<file path="src/rtl/spkcap_pkg.sv">
package spkcap_pkg;
  localparam int SPK_CH   = 8;
  localparam int SPK_ID_W = $clog2(SPK_CH);
  localparam int WORD_W   = 32;
  localparam int SPK_TS_W = WORD_W - SPK_ID_W;

  localparam logic [1:0] ADDR_DATA = 2'd0;
  localparam logic [1:0] ADDR_STAT = 2'd1;
  localparam logic [1:0] ADDR_CTRL = 2'd2;

  // strobe bundle from control to datapath
  typedef struct packed {
    logic                push;
    logic [SPK_ID_W-1:0] id;
    logic [SPK_TS_W-1:0] stamp;
  } spk_evt_t;
endpackage

</file>
<file path="src/rtl/spkcap_ctrl.sv">
module spkcap_ctrl
  import spkcap_pkg::*;
#(
  parameter int TICK_DIV = 64
) (
  input  logic              clk,
  input  logic              rstN,
  input  logic [SPK_CH-1:0] spikeIn,
  output spk_evt_t          evt
);
  localparam int PRE_W = (TICK_DIV > 1) ? $clog2(TICK_DIV) : 1;
  localparam logic [PRE_W-1:0] PRE_LAST = PRE_W'(TICK_DIV - 1);

  logic [PRE_W-1:0]    preCnt;
  logic [SPK_TS_W-1:0] tsNow;
  logic [SPK_CH-1:0]   riseVec;
  logic [SPK_CH-1:0]   pending;
  logic [SPK_CH-1:0]   grantVec;
  logic [SPK_ID_W-1:0] grantId;
  logic [SPK_CH-1:0][SPK_TS_W-1:0] stampArr;

  // microsecond tick and free-running time counter
  always_ff @(posedge clk or negedge rstN) begin
    if (!rstN) begin
      preCnt <= '0;
      tsNow  <= '0;
    end else if (preCnt == PRE_LAST) begin
      preCnt <= '0;
      tsNow  <= tsNow + 1'b1;
    end else begin
      preCnt <= preCnt + 1'b1;
    end
  end

  // per-channel synchroniser, edge detect and stamp latch
  for (genvar c = 0; c < SPK_CH; c++) begin : g_chan
    logic [2:0] syncSh;
    always_ff @(posedge clk or negedge rstN) begin
      if (!rstN) syncSh <= '0;
      else       syncSh <= {syncSh[1:0], spikeIn[c]};
    end
    assign riseVec[c] = syncSh[1] & ~syncSh[2];

    always_ff @(posedge clk or negedge rstN) begin
      if (!rstN)           stampArr[c] <= '0;
      else if (riseVec[c]) stampArr[c] <= tsNow;
    end
  end

  // lowest pending channel wins
  assign grantVec = pending & (~pending + 1'b1);

  always_comb begin
    grantId = '0;
    for (int c = SPK_CH - 1; c >= 0; c--) begin
      if (pending[c]) grantId = SPK_ID_W'(c);
    end
  end

  always_ff @(posedge clk or negedge rstN) begin
    if (!rstN) pending <= '0;
    else       pending <= (pending & ~grantVec) | riseVec;
  end

  assign evt.push  = |pending;
  assign evt.id    = grantId;
  assign evt.stamp = stampArr[grantId];
endmodule

</file>
<file path="src/rtl/spkcap_data.sv">
module spkcap_data
  import spkcap_pkg::*;
#(
  parameter int FIFO_DEPTH = 16
) (
  input  logic              clk,
  input  logic              rstN,
  input  spk_evt_t          evt,
  input  logic [1:0]        hostAddr,
  input  logic              hostWr,
  input  logic              hostRd,
  input  logic [WORD_W-1:0] hostWdata,
  output logic [WORD_W-1:0] hostRdata,
  output logic              irq
);
  localparam int PTR_W = (FIFO_DEPTH > 1) ? $clog2(FIFO_DEPTH) : 1;
  localparam int CNT_W = $clog2(FIFO_DEPTH + 1);
  localparam logic [CNT_W-1:0] CNT_FULL = CNT_W'(FIFO_DEPTH);

  logic [WORD_W-1:0] fifoMem [FIFO_DEPTH];
  logic [PTR_W-1:0]  wrPtr, rdPtr;
  logic [CNT_W-1:0]  fifoCnt;
  logic              ovfFlag;
  logic              irqEn;
  logic              notEmpty, isFull, doPush, doPop, ovfClr;
  logic [WORD_W-1:0] statWord;

  assign notEmpty = (fifoCnt != '0);
  assign isFull   = (fifoCnt == CNT_FULL);
  assign doPush   = evt.push && !isFull;
  assign doPop    = hostRd && (hostAddr == ADDR_DATA) && notEmpty;
  assign ovfClr   = hostWr && (hostAddr == ADDR_STAT) && hostWdata[2];

  always_ff @(posedge clk) begin
    if (doPush) fifoMem[wrPtr] <= {evt.stamp, evt.id};
  end

  always_ff @(posedge clk or negedge rstN) begin
    if (!rstN) begin
      wrPtr   <= '0;
      rdPtr   <= '0;
      fifoCnt <= '0;
    end else begin
      if (doPush) wrPtr <= (wrPtr == PTR_W'(FIFO_DEPTH - 1)) ? '0 : wrPtr + 1'b1;
      if (doPop)  rdPtr <= (rdPtr == PTR_W'(FIFO_DEPTH - 1)) ? '0 : rdPtr + 1'b1;
      case ({doPush, doPop})
        2'b10:   fifoCnt <= fifoCnt + 1'b1;
        2'b01:   fifoCnt <= fifoCnt - 1'b1;
        default: fifoCnt <= fifoCnt;
      endcase
    end
  end

  always_ff @(posedge clk or negedge rstN) begin
    if (!rstN)                        ovfFlag <= 1'b0;
    else if (evt.push && isFull)      ovfFlag <= 1'b1;
    else if (ovfClr)                  ovfFlag <= 1'b0;
  end

  always_ff @(posedge clk or negedge rstN) begin
    if (!rstN)                                  irqEn <= 1'b0;
    else if (hostWr && hostAddr == ADDR_CTRL)   irqEn <= hostWdata[0];
  end

  always_comb begin
    statWord = '0;
    statWord[0] = notEmpty;
    statWord[1] = isFull;
    statWord[2] = ovfFlag;
    statWord[8 +: CNT_W] = fifoCnt;
  end

  always_comb begin
    case (hostAddr)
      ADDR_DATA: hostRdata = notEmpty ? fifoMem[rdPtr] : '0;
      ADDR_STAT: hostRdata = statWord;
      ADDR_CTRL: hostRdata = {{(WORD_W-1){1'b0}}, irqEn};
      default:   hostRdata = '0;
    endcase
  end

  assign irq = notEmpty && irqEn;
endmodule

</file>
<file path="src/rtl/spike_capture.sv">
module spike_capture
  import spkcap_pkg::*;
#(
  parameter int TICK_DIV   = 64,
  parameter int FIFO_DEPTH = 16
) (
  input  logic              clk,
  input  logic              rstN,
  input  logic [SPK_CH-1:0] spikeIn,
  output logic              evtValid,
  output logic [SPK_ID_W-1:0] evtId,
  input  logic [1:0]        hostAddr,
  input  logic              hostWr,
  input  logic              hostRd,
  input  logic [WORD_W-1:0] hostWdata,
  output logic [WORD_W-1:0] hostRdata,
  output logic              irq
);
  spk_evt_t evtBus;

  spkcap_ctrl #(.TICK_DIV(TICK_DIV)) u_ctrl (
    .clk     (clk),
    .rstN    (rstN),
    .spikeIn (spikeIn),
    .evt     (evtBus)
  );

  spkcap_data #(.FIFO_DEPTH(FIFO_DEPTH)) u_data (
    .clk       (clk),
    .rstN      (rstN),
    .evt       (evtBus),
    .hostAddr  (hostAddr),
    .hostWr    (hostWr),
    .hostRd    (hostRd),
    .hostWdata (hostWdata),
    .hostRdata (hostRdata),
    .irq       (irq)
  );

  assign evtValid = evtBus.push;
  assign evtId    = evtBus.id;
endmodule

</file>
<file path="config.mk">
export PLATFORM = sky130hd
export DESIGN_NAME = spike_capture
export DESIGN_NICKNAME = d
export VERILOG_FILES = /design/src/rtl/spkcap_pkg.sv /design/src/rtl/spkcap_ctrl.sv /design/src/rtl/spkcap_data.sv /design/src/rtl/spike_capture.sv
export SDC_FILE = /design/constraint.sdc
export NUM_CORES = 1
export LEC_CHECK = 0
export BUFFER_PORTS_ARGS = -buffer_cell sky130_fd_sc_hd__buf_2
export CAP_MARGIN = 20
export CORE_UTILIZATION = 39
export CTS_BUF_LIST = sky130_fd_sc_hd__clkbuf_2
export DETAILED_ROUTE_END_ITERATION = 8
export PLACE_DENSITY = 0.61
export REMOVE_ABC_BUFFERS = 1
export SYNTH_ARGS = -nofsm -noshare
export SYNTH_HDL_FRONTEND = slang
export SYNTH_SLANG_ARGS = --single-unit
</file>
<file path="constraint.sdc">
create_clock -name clk -period 7.2 [get_ports clk]
set_input_delay 0 -clock clk [delete_from_list [all_inputs] [get_ports clk]]
set_output_delay 0 -clock clk [all_outputs]
set_load 0.01 [all_outputs]
</file>
==> results of run 1 <==
[flip-flops by register name, summed over array words and instances, names as in the netlist]
register              cells
u_data.irqEn              1
u_data.fifoCnt            5
u_ctrl.pending            8
u_ctrl.preCnt             6
u_data.ovfFlag            1
u_data.fifoMem          512
u_ctrl.stampArr         232
u_data.wrPtr              4
u_data.rdPtr              4
u_ctrl.tsNow             29
u_ctrl.g_chan.syncSh     24
[power groups by stage]
stage	Combinational, W	Clock [W]	Sequential, W
floorplan	0.00183	0	0.00630
detailed placement	0.00281	0	0.00620
finish	0.00280	0.00316	0.00609
global route	0.00303	0.00353	0.00615
CTS	0.00285	0.00329	0.00610
global placement	0.00276	0	0.00616
[routing by layer]
metal | wire length, um | vias up | track usage (%)
met5 | 0 | - | 0
li1 | - | 8416 | -
met2 | 38700 | 526 | 29.9
met4 | 1500 | 0 | 6.09
met1 | 33700 | 9868 | 23.1
met3 | 4290 | 116 | 3.98
[cell families after synthesis]
kind of cell | after synthesis
compound gates | 239
xor+xnor | 40
fa+ha+maj | 10
buf+inv | 173
flops | 826
mux | 382
simple gates | 331
[metrics by stage]
step | util [%] | total power (W)
2_1_floorplan | - | 0.00813
3_3_place_gp | 41.5 | 0.00893
3_5_place_dp | 41.5 | 0.00901
4_1_cts | 44.4 | 0.0122
5_1_grt | 44.5 | 0.0127
6_report | 44.5 | 0.0121
[worst max-delay path by stage]
stage	endpoint	slack, ns	depth (start not counted)
2_1_floorplan	hostRdata[13]	1.61	4
3_3_place_gp	u_data.fifoMem[4][17]$_DFFE_PP_	3.27	7
3_5_place_dp	u_data.fifoMem[13][13]$_DFFE_PP_	3.11	7
4_1_cts	hostRdata[26]	2.67	6
5_1_grt	hostRdata[26]	2.54	6
6_report	hostRdata[26]	2.92	6
[final cells by class]
cell class,instances,area (sq um)
clock inverters,68,404
repair buffers,172,1370
well taps,1144,1430
diodes,3,7.51
clock buffers,306,1530
flip-flops and latches,826,23200
inverters,10,37.5
fillers,7592,47600
multi-input cells,1002,10100
[cells in the final DEF (no fill, tap or decap), types with 5 or more instances in the layout]
master and count:
nand2b_2 8, a21oi_1 7, o22ai_1 7, buf_2 52, nand4_1 5, xnor2_1 17
a21o_1 8, nand3_1 16, clkinv_2 9, mux2i_1 41, mux4_2 128, nor4_2 32
buf_4 62, edfxtp_1 512, xor2_1 23, clkinv_1 46, clkbuf_2 306, and2_2 14
nor2b_1 30, nor2_1 24, dlygate4sd3_1 48, a211oi_2 10, dfrtp_1 310, and3_1 118
inv_1 8, nand2_1 55, ha_1 10, o21ai_0 33, mux2_2 212, a211oi_1 154
[worst max-delay path, stage by stage (launching register included)]
cell and delay (ns):
dfrtp_4 0.69, buf_12 0.60, mux4_2 0.59, nor2b_1 0.14, a211oi_1 0.30, a211oi_1 0.13, buf_2 0.21
==> run summary, run 1 <==
Ys async rst share = 38.0%
Startpoint Class = flip-flop
# IOs = 83
Top cells by count, synth = 512 x edfxtp_1, 314 x dfrtp_1, 212 x mux2_2
Cells after Synth = 2001
Worst-path clk slew = 0.10 ns
Resize count post-CTS = 0
P_int = 0.00824 W
WP data arrival = 4.28 ns
Synth Area in Compound Gates = 5.13%
Clk_skew = 0.101 ns
Pwr per Cell Area = 316 nW/um^2
Total track usage = 17.9%
Status = finished clean
Crit Path Category = reg -> out
Wire per inst = 22.1 um
Vias per cell = 5.36
CTS tree = yes
Die Ht = 297 um
Ranking of synthesized cells by area = edfxtp_1 45%, dfrtp_1 23%, mux4_2 8.5%
Die Area = 88300 sq um
Max-Cap Viols = 0
Initial antenna violation count = 2
Final worst-path setup slack = 2.92 ns
Overflow after GRT = 0
Place WS = 3.11 ns
Yosys reg bits = 826
Non-Filler Instances = 3531
Maximum vdd drop = 0.000208 V
Combinational power share = 23.2%
Net switching power = 0.00382 W
Routability Congestion = 0.757
Final wirelength = 78100 um
Row cnt = 107
Layout overhead on the synthesized area = 12.2%
Final Hold Slack = 0.293 ns
EDFF count, synth = 512
Clock Power Share = 26.2%
Crit Reg-Reg Endpoint = u_data.fifoMem[6][31]$_DFFE_PP_
Placed cells = 3094
Timing startpoint of the critical path = u_data.rdPtr[0]$_DFFE_PN0P_
Area after DPL = 35600 sq um
Net count, final = 2272
Clock sinks = 826
Fmax = 233 MHz
Input/output buffers = 52
HPWL after detailed placement = 39500 um
# Post-CTS Setup Buffers = 0
CP required = 7.20 ns
Yosys top cell area share = 45.2%
XOR/XNOR share of the synthesized area = 1.03%
Min-delay src = spikeIn[6]
Die width = 297 um
R2R setup slack = 3.49 ns
Worst r2r src = u_ctrl.pending[0]$_DFF_PN0_
DRT iter0 DRCs = 1499
Sequential power share = 50.6%
Largest family of logic cells by synthesized area = multiplexers
Post-Synth Adder-Cell Area = 0.368%
Total CTS buffers = 204
Clock Path Buffers = 3
Final period util = 59.5%
Critical Path Sink Type = primary output
Worst slew margin = 29.6%
Max-slew violations = 0
Sequential share of the synthesized area = 68.4%
Post-route minimum period = 4.28 ns
Sw frac = 31.7%
Netlist cell types = 62
Clock root cell = clkbuf_2
DR vias = 18.9k
WHS Endpoint = u_ctrl.g_chan[6].syncSh[0]$_DFF_PN0_
Detail Route Antenna Nets = 0
Simple-gate share of the synthesized area = 5.86%
Netlist Area Pre-Place = 34000 sq um
Layout cells sized above 1 = 36.9%
DR DRC count = 0
Fin Setup TNS = 0 ns
Mux cell area share after synthesis = 16.8%
Design Area, Final = 38100 sq um
LEAKAGE = 15.3 nW
Min-Delay Path Class = in -> reg
Clk_lat worst skew = 1.43 ns
Final hold vios = 0
Vias in the first global route = 20.2k
Reg2Reg Depth = 8
Max H-tree Level = 4
Least-Margin Pin Slew = 1.06 ns
Largest area contributor in the netlist = edfxtp_1
Total core area = 85700 sq um
RSZ-0062 raised after global routing = false
Cts hold-fix bufs = 49
Ys flop type = edfxtp_1
Yosys Warn Count = 0
Syn avg cell area = 17.0 sq um
Most frequent cell after synthesis = edfxtp_1
1st-pass router iterations = 5
Hold Path Stages = 4
Largest net degree at the start of global routing = 183
Maximum net fanout on the critical path = 99
Final count of negative-setup-slack endpoints = 0
First-pass GRT wire length = 120000 um
Starting Density = 39.7%
Power figures use the tool's default switching activity.
==> run 2: changes to the inputs <==
PLACE_DENSITY = 0.63   (was 0.61)
clock period = 3.5 ns   (was 7.2 ns; I/O delays follow)
==> run 2 against run 1 <==
Cell area is 2.5% higher. Critical path depth is 1 higher. Final cell count is 0.31% higher. Largest cell class unchanged.
==> run summary, run 2 (synthesis gave the netlist of run 1 again) <==
Status = finished clean
Most common cell after layout, fill and taps aside = edfxtp_1
Worst-path clk slew = 0.11 ns
Worst slew margin = 38.4%
Die Area = 88300 sq um
Metal2 WL = 39900 um
P_int = 0.0176 W
Final period util = 95.4%
Crit Path Category = reg -> out
Fin Setup TNS = 0 ns
Input/output buffers = 52
Met3 WL = 3600 um
Total track usage = 17.9%
# IOs = 83
Critical Path Sink Type = primary output
Layout cells sized above 1 = 40.1%
1st-pass router iterations = 5
CP required = 3.50 ns
Post-route minimum period = 3.34 ns
DRT iter0 DRCs = 1169
First-pass GRT wire length = 121000 um
Clock Power Share = 24.2%
Clock sinks = 826
Top Registers = u_data.fifoMem x512, u_ctrl.stampArr x232, u_ctrl.tsNow x29
Min-Delay Path Class = in -> reg
Total core area = 85700 sq um
Max-slew violations = 0
Routability Congestion = 0.738
Placed cells = 3117
Clk_skew = 0.103 ns
Total power draw = 0.0258 W
Clk_lat worst skew = 1.37 ns
Die Ht = 297 um
CTS tree = yes
Non-Filler Instances = 3542
Row cnt = 107
Vias in the first global route = 20.3k
Max H-tree Level = 4
Wire per inst = 22.0 um
Starting Density = 39.7%
Layout overhead on the synthesized area = 15.1%
Commonest cells after routing, fill and taps aside = 512 x edfxtp_1, 307 x dfrtp_1, 306 x clkbuf_2, 212 x mux2_2, 128 x mux4_2
Final wirelength = 78000 um
Die width = 297 um
Largest net degree at the start of global routing = 119
Net switching power = 0.00813 W
Wire length on met1 = 33100 um
Detail Route Antenna Nets = 0
Reg with most FFs = u_data.fifoMem
Fmax = 300 MHz
Max-Cap Viols = 0
Clock Path Buffers = 3
Least-Margin Pin Slew = 0.924 ns
Sequential power share = 48.0%
LEAKAGE = 15.6 nW
Final count of negative-setup-slack endpoints = 0
Maximum net fanout on the critical path = 13
Total CTS buffers = 198
Max FFs per register = 512
DR DRC count = 0
Net count, final = 2305
Maximum vdd drop = 0.000356 V
Final hold vios = 0
Overflow after GRT = 0
DR top layer = met4
WP data arrival = 3.34 ns
Final Hold Slack = 0.243 ns
Initial antenna violation count = 1
Startpoint Class = flip-flop
RSZ-0062 raised after global routing = true
Combinational power share = 27.8%
Clock root cell = clkbuf_2
HPWL after detailed placement = 41400 um
Pwr per Cell Area = 659 nW/um^2
Vias per cell = 5.35
DR vias = 18.9k
Sw frac = 31.6%
==> run 2: critical path: stages (launching register included) <==
cell and delay [ns]:
dfrtp_4 0.50, buf_12 0.17, buf_16 0.17, buf_4 0.14, mux4_2 0.34, a211oi_2 0.08, a211oi_2 0.40, buf_2 0.21
==> run 2: final timing paths <==
check | startpoint | endpoint | slack (ns) | cells past startpoint
worst max-delay path | u_data.rdPtr[0]$_DFFE_PN0P_ | hostRdata[17] | 0.16 | 7
worst min-delay path | hostRd | u_data.rdPtr[3]$_DFFE_PN0P_ | 0.24 | 6
worst max register to register | u_data.fifoCnt[1]$_DFFE_PN0P_ | u_data.fifoCnt[4]$_DFFE_PN0P_ | 0.30 | 13
worst min register to register | u_ctrl.g_chan[2].syncSh[0]$_DFF_PN0_ | u_ctrl.g_chan[2].syncSh[1]$_DFF_PN0_ | 0.35 | 0
max in group asynchronous | rstN | u_ctrl.stampArr[10]$_DFFE_PN0P_ | 2.21 | 6
min in group asynchronous | rstN | u_ctrl.stampArr[166]$_DFFE_PN0P_ | 0.38 | 5
==> run 2: routing by layer <==
layer / global-route usage [%] / vias up
li1: - / 8441
met1: 22.6 / 9928
met2: 31.1 / 447
met3: 3.45 / 118
met4: 5.62 / 0
met5: 0 / -
==> run 2: layout make-up <==
type	instances	area, sq um
clock inverters	42	272
flip-flops and latches	826	23300
multi-input cells	1002	10300
diodes	1	2.50
inverters	10	37.5
fillers	7475	46600
clock buffers	306	1530
repair buffers	211	2240
well taps	1144	1430
==> run 2: stage by stage <==
step | instance area, sq um | utilization, % | setup slack (ns)
after floorplan | 33200 | - | -2.09
after global placement | 36000 | 42.0 | 0.352
after detailed placement | 36000 | 42.0 | 0.370
after CTS | 38900 | 45.4 | -0.0875
after global routing | 39100 | 45.6 | -0.0895
final | 39100 | 45.6 | 0.162
==> run 2: power by group through the flow <==
stage | Combinational, W | Clock (W) | Sequential [W]
2_1_floorplan | 0.00376 | 0 | 0.0130
3_3_place_gp | 0.00595 | 0 | 0.0127
3_5_place_dp | 0.00603 | 0 | 0.0128
4_1_cts | 0.00707 | 0.00647 | 0.0124
5_1_grt | 0.00764 | 0.00694 | 0.0125
6_report | 0.00715 | 0.00623 | 0.0124
==> run 2: what timing repair did <==
action / in CTS / in global routing
hold buffers: 48 / 0
setup buffers: 23 / 2
gates resized for setup: 49 / 29
pin swaps: 3 / 5
gates cloned: 3 / 1
setup endpoints to repair: 32 / 31
hold endpoints to repair: 333 / 0
